--- src/rtl/pulse_acc.sv ---
`timescale 1ns/1ps
module pulse_acc #(
  parameter int W        = 8,
  parameter int GATE_DIV = 4
) (
  input  logic         clk,
  input  logic         rst_n,
  input  logic         pin_in,
  input  logic         wr_en,
  input  logic [1:0]   addr,
  input  logic [W-1:0] wdata,
  output logic [W-1:0] rdata,
  output logic         ovf_flag,
  output logic         edge_flag
);
  localparam int DW = (GATE_DIV > 1) ? $clog2(GATE_DIV) : 1;

  logic [2:0]    sync_q;
  logic [W-1:0]  count_q;
  logic [2:0]    ctrl_q;
  logic [DW-1:0] div_q;

  logic en, gated, pol;
  logic rise, fall, act_edge, trail_edge, gate_on, tick, inc, wrap;
  logic wr_cnt, wr_ctl, wr_flg, edge_set;

  assign en    = ctrl_q[0];
  assign gated = ctrl_q[1];
  assign pol   = ctrl_q[2];

  assign rise       = sync_q[1] & ~sync_q[2];
  assign fall       = ~sync_q[1] & sync_q[2];
  assign act_edge   = pol ? fall : rise;
  assign trail_edge = pol ? rise : fall;
  assign gate_on    = sync_q[1] ^ pol;
  assign tick       = (div_q == DW'(GATE_DIV - 1));

  assign wr_cnt = wr_en && (addr == 2'd0);
  assign wr_ctl = wr_en && (addr == 2'd1);
  assign wr_flg = wr_en && (addr == 2'd2);

  assign inc      = en & (gated ? (gate_on & tick) : act_edge);
  assign wrap     = inc & (&count_q) & ~wr_cnt;
  assign edge_set = en & (gated ? trail_edge : act_edge);

  always_ff @(posedge clk or negedge rst_n)
    if (!rst_n) sync_q <= '0;
    else        sync_q <= {sync_q[1:0], pin_in};

  always_ff @(posedge clk or negedge rst_n)
    if (!rst_n)    div_q <= '0;
    else if (tick) div_q <= '0;
    else           div_q <= div_q + 1'b1;

  always_ff @(posedge clk or negedge rst_n)
    if (!rst_n)      count_q <= '0;
    else if (wr_cnt) count_q <= wdata;
    else if (inc)    count_q <= count_q + 1'b1;

  always_ff @(posedge clk or negedge rst_n)
    if (!rst_n)      ctrl_q <= '0;
    else if (wr_ctl) ctrl_q <= wdata[2:0];

  always_ff @(posedge clk or negedge rst_n)
    if (!rst_n)                     ovf_flag <= 1'b0;
    else if (wrap)                  ovf_flag <= 1'b1;
    else if (wr_flg && wdata[0])    ovf_flag <= 1'b0;

  always_ff @(posedge clk or negedge rst_n)
    if (!rst_n)                     edge_flag <= 1'b0;
    else if (edge_set)              edge_flag <= 1'b1;
    else if (wr_flg && wdata[1])    edge_flag <= 1'b0;

  always_comb begin
    case (addr)
      2'd0:    rdata = count_q;
      2'd1:    rdata = W'(ctrl_q);
      2'd2:    rdata = W'({edge_flag, ovf_flag});
      default: rdata = '0;
    endcase
  end
endmodule

--- config.mk ---
export PLATFORM = sky130hd
export DESIGN_NAME = pulse_acc
export DESIGN_NICKNAME = d
export VERILOG_FILES = /design/src/rtl/pulse_acc.sv
export SDC_FILE = /design/constraint.sdc
export NUM_CORES = 1
export LEC_CHECK = 0
export ABC_AREA = 1
export BUFFER_PORTS_ARGS = -buffer_cell sky130_fd_sc_hd__buf_4
export CAP_MARGIN = 20
export CORE_ASPECT_RATIO = 2
export CORE_MARGIN = 5
export CORE_UTILIZATION = 25
export CTS_BUF_LIST = sky130_fd_sc_hd__clkbuf_16
export CTS_CLUSTER_SIZE = 30
export DETAILED_ROUTE_END_ITERATION = 8
export SYNTH_ARGS = -nofsm -noshare
export SYNTH_HDL_FRONTEND = slang
export SYNTH_SLANG_ARGS = --single-unit
export TNS_END_PERCENT = 20
--- constraint.sdc ---
create_clock -name clk -period 2.97 [get_ports clk]
set_clock_uncertainty 0.1 [all_clocks]
set_input_delay 0.297 -clock clk [delete_from_list [all_inputs] [get_ports clk]]
set_output_delay 0.297 -clock clk [all_outputs]
set_load 0.01 [all_outputs]
Yosys cells after proc, flatten, opt, wreduce, memory -nomap -nowiden
Index checks and enable logic that the tools add are counted.
W data, S select, Z words.
{ "classes": {"add_sub_neg": 2, "n_eq_ne": 3, "mux": 12, "bitwise_logic": 11, "reduce_logical": 10} }
{ "op_table": {"columns": ["operator", "count"], "rows": [
  ["$pmux W8 S3", 1],
  ["$mux W8", 2],
  ["$add A8 B1 Y8 const B", 1],
  ["$mux W1", 8],
  ["$reduce_and A8 Y1", 1],
  ["$and A1 B1 Y1", 7],
  ["$reduce_bool A2 Y1", 3],
  ["$logic_and A1 B1 Y1", 5],
  ["$eq A2 B2 Y1 const B", 2],
  ["$not A1 Y1", 3],
  ["$add A2 B1 Y2 const B", 1],
  ["$eq A2 B1 Y1 const B", 1],
  ["$logic_not A2 Y1", 1],
  ["$mux W2", 1],
  ["$xor A1 B1 Y1", 1]
]} }
{ "word_totals": {"register_bits": 18, "input_bits": 14} }

Longest topological paths before layout
Gate-level depths: netlist (run 1).
{ "depth": {"depth_word": 8, "depth_mapped": 9, "ltp_nobuf": 9} }

Worst setup path before layout (run 1)
OpenSTA, ideal clock, no wires.
{ "synth_path": {"path_type": "reg-to-output", "from": "register ctrl_q[1]", "to": "output rdata[1]", "arrival_time_ns": 0.922, "required_time_ns": 2.573, "path_slack_ns": 1.651, "path_stages_with_launch": 3, "n_path_buf": 0, "cell_sequence": "dfrtp_1 inv_1 o311ai_0"} }
{ "synth_between": {"elab_chain_cells": 1} }
{ "synth_rtl": {"columns": ["item", "line", "rtl"], "rows": [
  ["from (decl)", "20", "logic [2:0] ctrl_q;"],
  ["from (signal assigned)", "62", "else if (wr_ctl) ctrl_q <= wdata[2:0];"],
  ["$pmux W8 S3", "75", "case (addr)"],
  ["to (decl)", "12", "output logic [W-1:0] rdata,"]
]} }
No other way between the ends.

Final worst setup path (run 1)
Same ends and word-level chain as after synthesis.

==> metrics.yaml, run 1 <==
placement:
  portBuffers: 23
  gp_congestion: 0.785
  place_ws_ps: 1490
  dp_hpwl_mm: 2.09
  dpl_cell_area_um2: 1310
floorplanning:
  initial_core_util_pct: 25.4
  design.portCount: 24
  die_y_um: 103
  rows: 34
  coreArea_um2: 4300
  die_w_um: 56.7
  fp.dieArea_um2: 5870
critical_path:
  arrival_ps: 1170
  worstPathCellList: "inv_1, o311ai_0, buf_4"
  crit_path_start_kind: "register"
  worst_setup_path_end_kind: "output port"
  setup.worst_path.end: "rdata[1]"
  r2r_cells: 8
  critPathKind: "reg2out"
  r2r-start: "count_q[1]"
  crit_start: "ctrl_q[1]"
  slowest_delay_ps: 390
  critPathSlowestCell: "dfrtp_1"
  required_ps: 2570
  critPathMaxFanout: 4
  r2r-end: "count_q[6]"
  regToRegSetupSlack_ps: 1610
drt:
  num_vias: 1036
  totalWireLength_mm: 2.64
  dr.pass1.iters: 4
  drt_iter0_drc: 28
  wl_per_cell_um: 11.5
  route.antenna.remaining_nets: 0
  vias_per_cell: 4.50
  drc_errors: 0
final_layout:
  nets: 193
  fin_area_um2: 1400
  diodes: 0
  syn_to_final_growth_pct: 28.4
  drive_above_1_share_pct: 20.5
yosys:
  syn-instance-count: 150
  async_flop_share_pct: 100
  synth_top_area_share_pct: 41.3
  yosysMostFrequentCell: "nand2_1"
  synth_common_cells: "nand2_1, nand3_1, dfrtp_1"
  synth_top_family_by_area: "simple AND/OR/NAND/NOR gates"
  ys.flop_type: "dfrtp_1"
  synth-simple-area-share_pct: 39.1
  synth_edf_count: 0
  syn_area_um2: 1090
  synth-warning-count: 0
  synth_compound_area_share_pct: 9.06
  synth_area_per_cell_um2: 7.27
  yosysSeqAreaShare_pct: 41.3
  synthesis.nets: 166
  muxShareOfSynthArea_pct: 0
  synth_seq_cells: 18
  ys_top_cells_by_area: "dfrtp_1, nand2_1, nand3_1"
  synth_xor_area_share_pct: 0
  synth.distinct_cells: 20
  yosysTopAreaCell: "dfrtp_1"
  synthAdderAreaFrac_pct: 2.29
power:
  power_density_nw_per_um2: 696
  p_total_uw: 975
  vdd_drop_max_mv: 0.204
  p_leak_nw: 0.722
timing:
  setup_viol: 0
  finalSetupTns_ps: 0
  drv_slew: 0
  max_freq_mhz: 637
  relSlewSlack_pct: 80.4
  fin_crit_ps: 1570
  worstMarginPinSlew_ps: 291
  rsz0062_at_grt: "no"
  layout_setup_ws_ps: 1400
  hold-worst-slack_ps: 53.7
  period_share_pct: 52.9
  finalHoldViolations: 0
global_routing:
  grt_max_degree: 22
  grt_pass1_wl_mm: 4.35
  grt_overflow: 0
  track_usage_pct: 9.48
  grt_pass1_vias: 982
  antenna_found_initial: 0
run_status:
  status: "finished, final reports clean"
clocking:
  cts_tree: "built"
  cts_max_path_buffers: 2
  htree_levels: 1
  cts_sinks: 18
  clkTransAtPathRegs_ps: 50
  cts-resized-gates: 0
  cts_made_buffers: 3
  post_cts_buffers: 0
  cts_hold_buf: 1
  clock_latency_ps: 250
  root_buffer: "clkbuf_16"
flow_run:
  maxCapViolCount: 0
min_path:
  hold_depth: 1
  hp-start: "pin_in"
  hold_class: "in2reg"
==> sequential cells by signal, summed over array words and instances, names as in the netlist <==
| name | count |
|---|---|
| sync_q | 3 |
| edge_flag | 1 |
| div_q | 2 |
| count_q | 8 |
| ovf_flag | 1 |
| ctrl_q | 3 |
==> stage by stage <==
stage               util [%]  cells
finish                  32.6    230
global route            32.6    230
CTS                     32.6    230
detailed placement      30.5    225
global placement        30.5    225
floorplan                  -    150
==> area by class of cell <==
cell class | instances | area (um^2)
sequential | 18 | 450
clock inverter | 1 | 3.75
timing repair buffer | 24 | 183
multi-input combinational | 111 | 551
tap | 54 | 67.6
clock buffer | 3 | 75.1
fill | 487 | 2900
inverter | 19 | 71.3
==> report_power, final <==
group / switching [mW] / internal, mW / leakage [nW]
Clock: 0.0928 / 0.179 / 0.0385
Sequential: 0.0745 / 0.309 / 0.224
Combinational: 0.181 / 0.139 / 0.459
Total: 0.348 / 0.627 / 0.722
==> cells in the final DEF (no fill, tap or decap), drive strengths merged <==
cell type     n
o31ai         1
o311ai        1
nand2        50
dlygate4sd3   1
o211ai        2
clkbuf        3
dfrtp        18
inv          19
nand3        28
o21ai        12
buf          23
clkinv        1
nor2         14
ha            2
nand4         1
==> worst max-delay path, delay by kind of cell, from the launching register on <==
family / cells / cell delay (ps)
flops: 1 / 390
compound gates: 1 / 270
buf+inv: 2 / 260
==> worst min-delay path by stage <==
stage                 endpoint  slack (ps)
floorplan           count_q[0]        -100
global placement    count_q[7]          80
detailed placement    ovf_flag          80
CTS                  sync_q[0]          50
global route         sync_q[0]          50
finish               sync_q[0]          50
==> metal layers <==
| metal | GRT usage, % | wire length [um] | vias up | share of wire, % |
|---|---|---|---|---|
| met5 | 0 | 0 | - | 0 |
| met4 | 5.48 | 46 | 0 | 1.7 |
| met3 | 1.61 | 118 | 2 | 4.5 |
| met2 | 18.1 | 1450 | 16 | 55 |
| met1 | 9.41 | 1030 | 478 | 39 |
| li1 | - | - | 540 | - |
==> cells by family (layout without fill, tap and decap cells) <==
kind of cell,count (synthesis),after routing
simple gates,93,93
buf+inv,21,47
flops,18,18
compound gates,16,16
fa+ha+maj,2,2
Power figures use the tool's default switching activity.
==> run 2, diff against run 1 <==
ABC_AREA = 0   (was 1)
clock period = 1.63 ns   (was 2.97 ns; I/O delays follow)
==> run 2 against run 1 <==
Net effect:
- the run now ends with setup timing left
- clock power is 80% higher
- die area fell by 6.2%
- sequential share of layout area increased by 0.98 points
- first-iteration DRC count fell by 39%
- critical endpoint is now count_q[1]
==> metrics.yaml, run 2 <==
timing:
  worstMarginPinSlew_ps: 365
  rsz0062_at_grt: "yes"
  period_share_pct: 100
  relSlewSlack_pct: 75.6
  layout_setup_ws_ps: -6.82
  setup_viol: 1
  fin_crit_ps: 1640
  finalHoldViolations: 0
  drv_slew: 0
  max_freq_mhz: 611
  finalSetupTns_ps: -6.82
drt:
  drt_iter0_drc: 17
  vias_per_cell: 4.63
  dr.pass1.iters: 4
  num_vias: 834
  totalWireLength_mm: 2.36
  drc_errors: 0
  wl_per_cell_um: 13.1
  route.antenna.remaining_nets: 0
global_routing:
  grt_max_degree: 19
  grt_overflow: 0
  grt_pass1_vias: 947
  grt_pass1_wl_mm: 4.11
  track_usage_pct: 10.2
  antenna_found_initial: 0
min_path:
  hold_class: "in2reg"
yosys:
  yosysMostFrequentCell: "dfrtp_1"
  syn-instance-count: 101
  synth_area_per_cell_um2: 10.0
  synth.distinct_cells: 31
  yosysSeqAreaShare_pct: 44.4
  synth_edf_count: 0
  ys.flop_type: "dfrtp_1"
  synth-warning-count: 0
  async_flop_share_pct: 100
  synth_common_cells: "dfrtp_1, nand2_1, o21ai_1"
  yosysTopAreaCell: "dfrtp_1"
  synthesis.nets: 117
  synth_top_area_share_pct: 44.4
  synth_seq_cells: 18
  syn_area_um2: 1010
  ys_top_cells_by_area: "dfrtp_1, nand2_1, mux2i_1"
critical_path:
  critPathMaxFanout: 3
  regToRegSetupSlack_ps: -7
  critPathSlowestCell: "dfrtp_1"
  worstPathCellList: "ha_2, mux2_4, and4b_4, nor2_4, mux2i_1, a21oi_1"
  slowest_delay_ps: 380
  worst_setup_path_end_kind: "register"
  arrival_ps: 1660
  required_ps: 1660
  critPathKind: "reg2reg"
  crit_path_start_kind: "register"
placement:
  gp_congestion: 0.798
  dp_cells: 174
  portBuffers: 23
  dp_hpwl_mm: 1.90
  place_ws_ps: -84.7
final_layout:
  syn_to_final_growth_pct: 34.2
  drive_above_1_share_pct: 34.1
  final_common_cell: "buf_4"
  nets: 146
  diodes: 0
  regMostFlops: "count_q"
  largest_reg_flops: 8
  layout.cells.non_filler: 180
  final_cell_mix: "buf_4, dfrtp_1, nand2_1"
  top_regs: "count_q x8, ctrl_q x3, sync_q x3"
clocking:
  cts_tree: "built"
  cts_max_path_buffers: 2
  clock_latency_ps: 250
  clkTransAtPathRegs_ps: 50
  cts_sinks: 18
  root_buffer: "clkbuf_16"
  htree_levels: 1
  post_cts_buffers: 0
  cts_made_buffers: 3
power:
  p_leak_nw: 0.591
  vdd_drop_max_mv: 0.597
  power_density_nw_per_um2: 1160
run_status:
  violations: "setup timing"
  status: "finished, violations left"
floorplanning:
  rows: 32
  initial_core_util_pct: 26.1
  design.portCount: 24
  fp.dieArea_um2: 5500
  die_w_um: 55.0
  coreArea_um2: 3880
  die_y_um: 100
flow_run:
  maxCapViolCount: 0
==> run 2: cell types whose count changed in the layout (fill, tap and decap cells not counted), moves of 5 or more <==
cell | before | now
nor2_1 | 13 | 7
o21ai_1 | 2 | 8
and2_1 | 0 | 5
o21ai_0 | 8 | 1
nand2_1 | 46 | 13
inv_1 | 17 | 1
nand3_1 | 27 | 2
==> run 2: timing repair <==
action | in CTS | in global routing
endpoints found under the hold margin | 19 | 0
setup endpoints to repair | 5 | 8
hold buffers | 2 | 0
pin swaps | 5 | 1
gates resized for setup | 1 | 2
==> run 2: cell type report <==
| type | instances | area, um^2 |
|---|---|---|
| clock buffers | 3 | 75.1 |
| clock inverters | 1 | 3.75 |
| multi-input cells | 79 | 556 |
| well taps | 51 | 63.8 |
| fillers | 423 | 2520 |
| flip-flops and latches | 18 | 450 |
| inverters | 1 | 3.75 |
| repair buffers | 27 | 208 |
==> run 2: final timing paths <==
path | start | end | cells after the start
hold / removal | wdata[4] | count_q[4] | 3
hold reg to reg | sync_q[0] | sync_q[1] | 0
max in group asynchronous | rst_n | count_q[5] | 2
setup / recovery | div_q[0] | count_q[1] | 6
setup reg to reg | div_q[0] | count_q[1] | 6
min in group asynchronous | rst_n | div_q[0] | 2
==> run 2: kinds of logic (layout without fill, tap and decap cells) <==
logic type	after synthesis	in the layout	share of synthesized area, %
xor+xnor	8	8	6.91
flops	18	18	44.4
simple gates	41	41	22.1
mux	8	8	8.76
buf+inv	4	32	2.10
fa+ha+maj	2	2	2.47
compound gates	20	20	13.2
==> run 2: metrics by stage <==
step / power, mW / instance area (um^2) / utilization, % / hold WS [ps]
finish: 1.58 / 1360 / 35.0 / 24.7
global route: 1.69 / 1360 / 35.0 / 44.0
CTS: 1.61 / 1350 / 34.7 / 22.3
global placement: 1.09 / 1250 / 32.1 / -53.7
detailed placement: 1.10 / 1250 / 32.1 / -49.9
floorplan: 0.900 / 1010 / - / -233
==> run 2: critical path, delay by kind of cell (launching register included) <==
family / cells / cell delay (ps)
AO/OA/AOI/OAI: 1 / 80
adder cells (fa/ha/maj): 1 / 190
flip-flops: 1 / 380
multiplexers: 2 / 460
AND/OR/NAND/NOR: 2 / 310
==> run 2: routing by layer <==
layer	vias to the layer above	wire, um	GRT usage [%]
li1	413	-	-
met1	394	826	10.3
met2	18	1340	18.3
met3	9	88	1.49
met4	0	108	5.99
met5	-	0	0
==> run 2: power by group <==
group | total [mW] | switching [mW] | internal, mW
Sequential | 0.654 | 0.112 | 0.543
Clock | 0.490 | 0.164 | 0.326
Combinational | 0.440 | 0.207 | 0.233
Total | 1.58 | 0.483 | 1.10
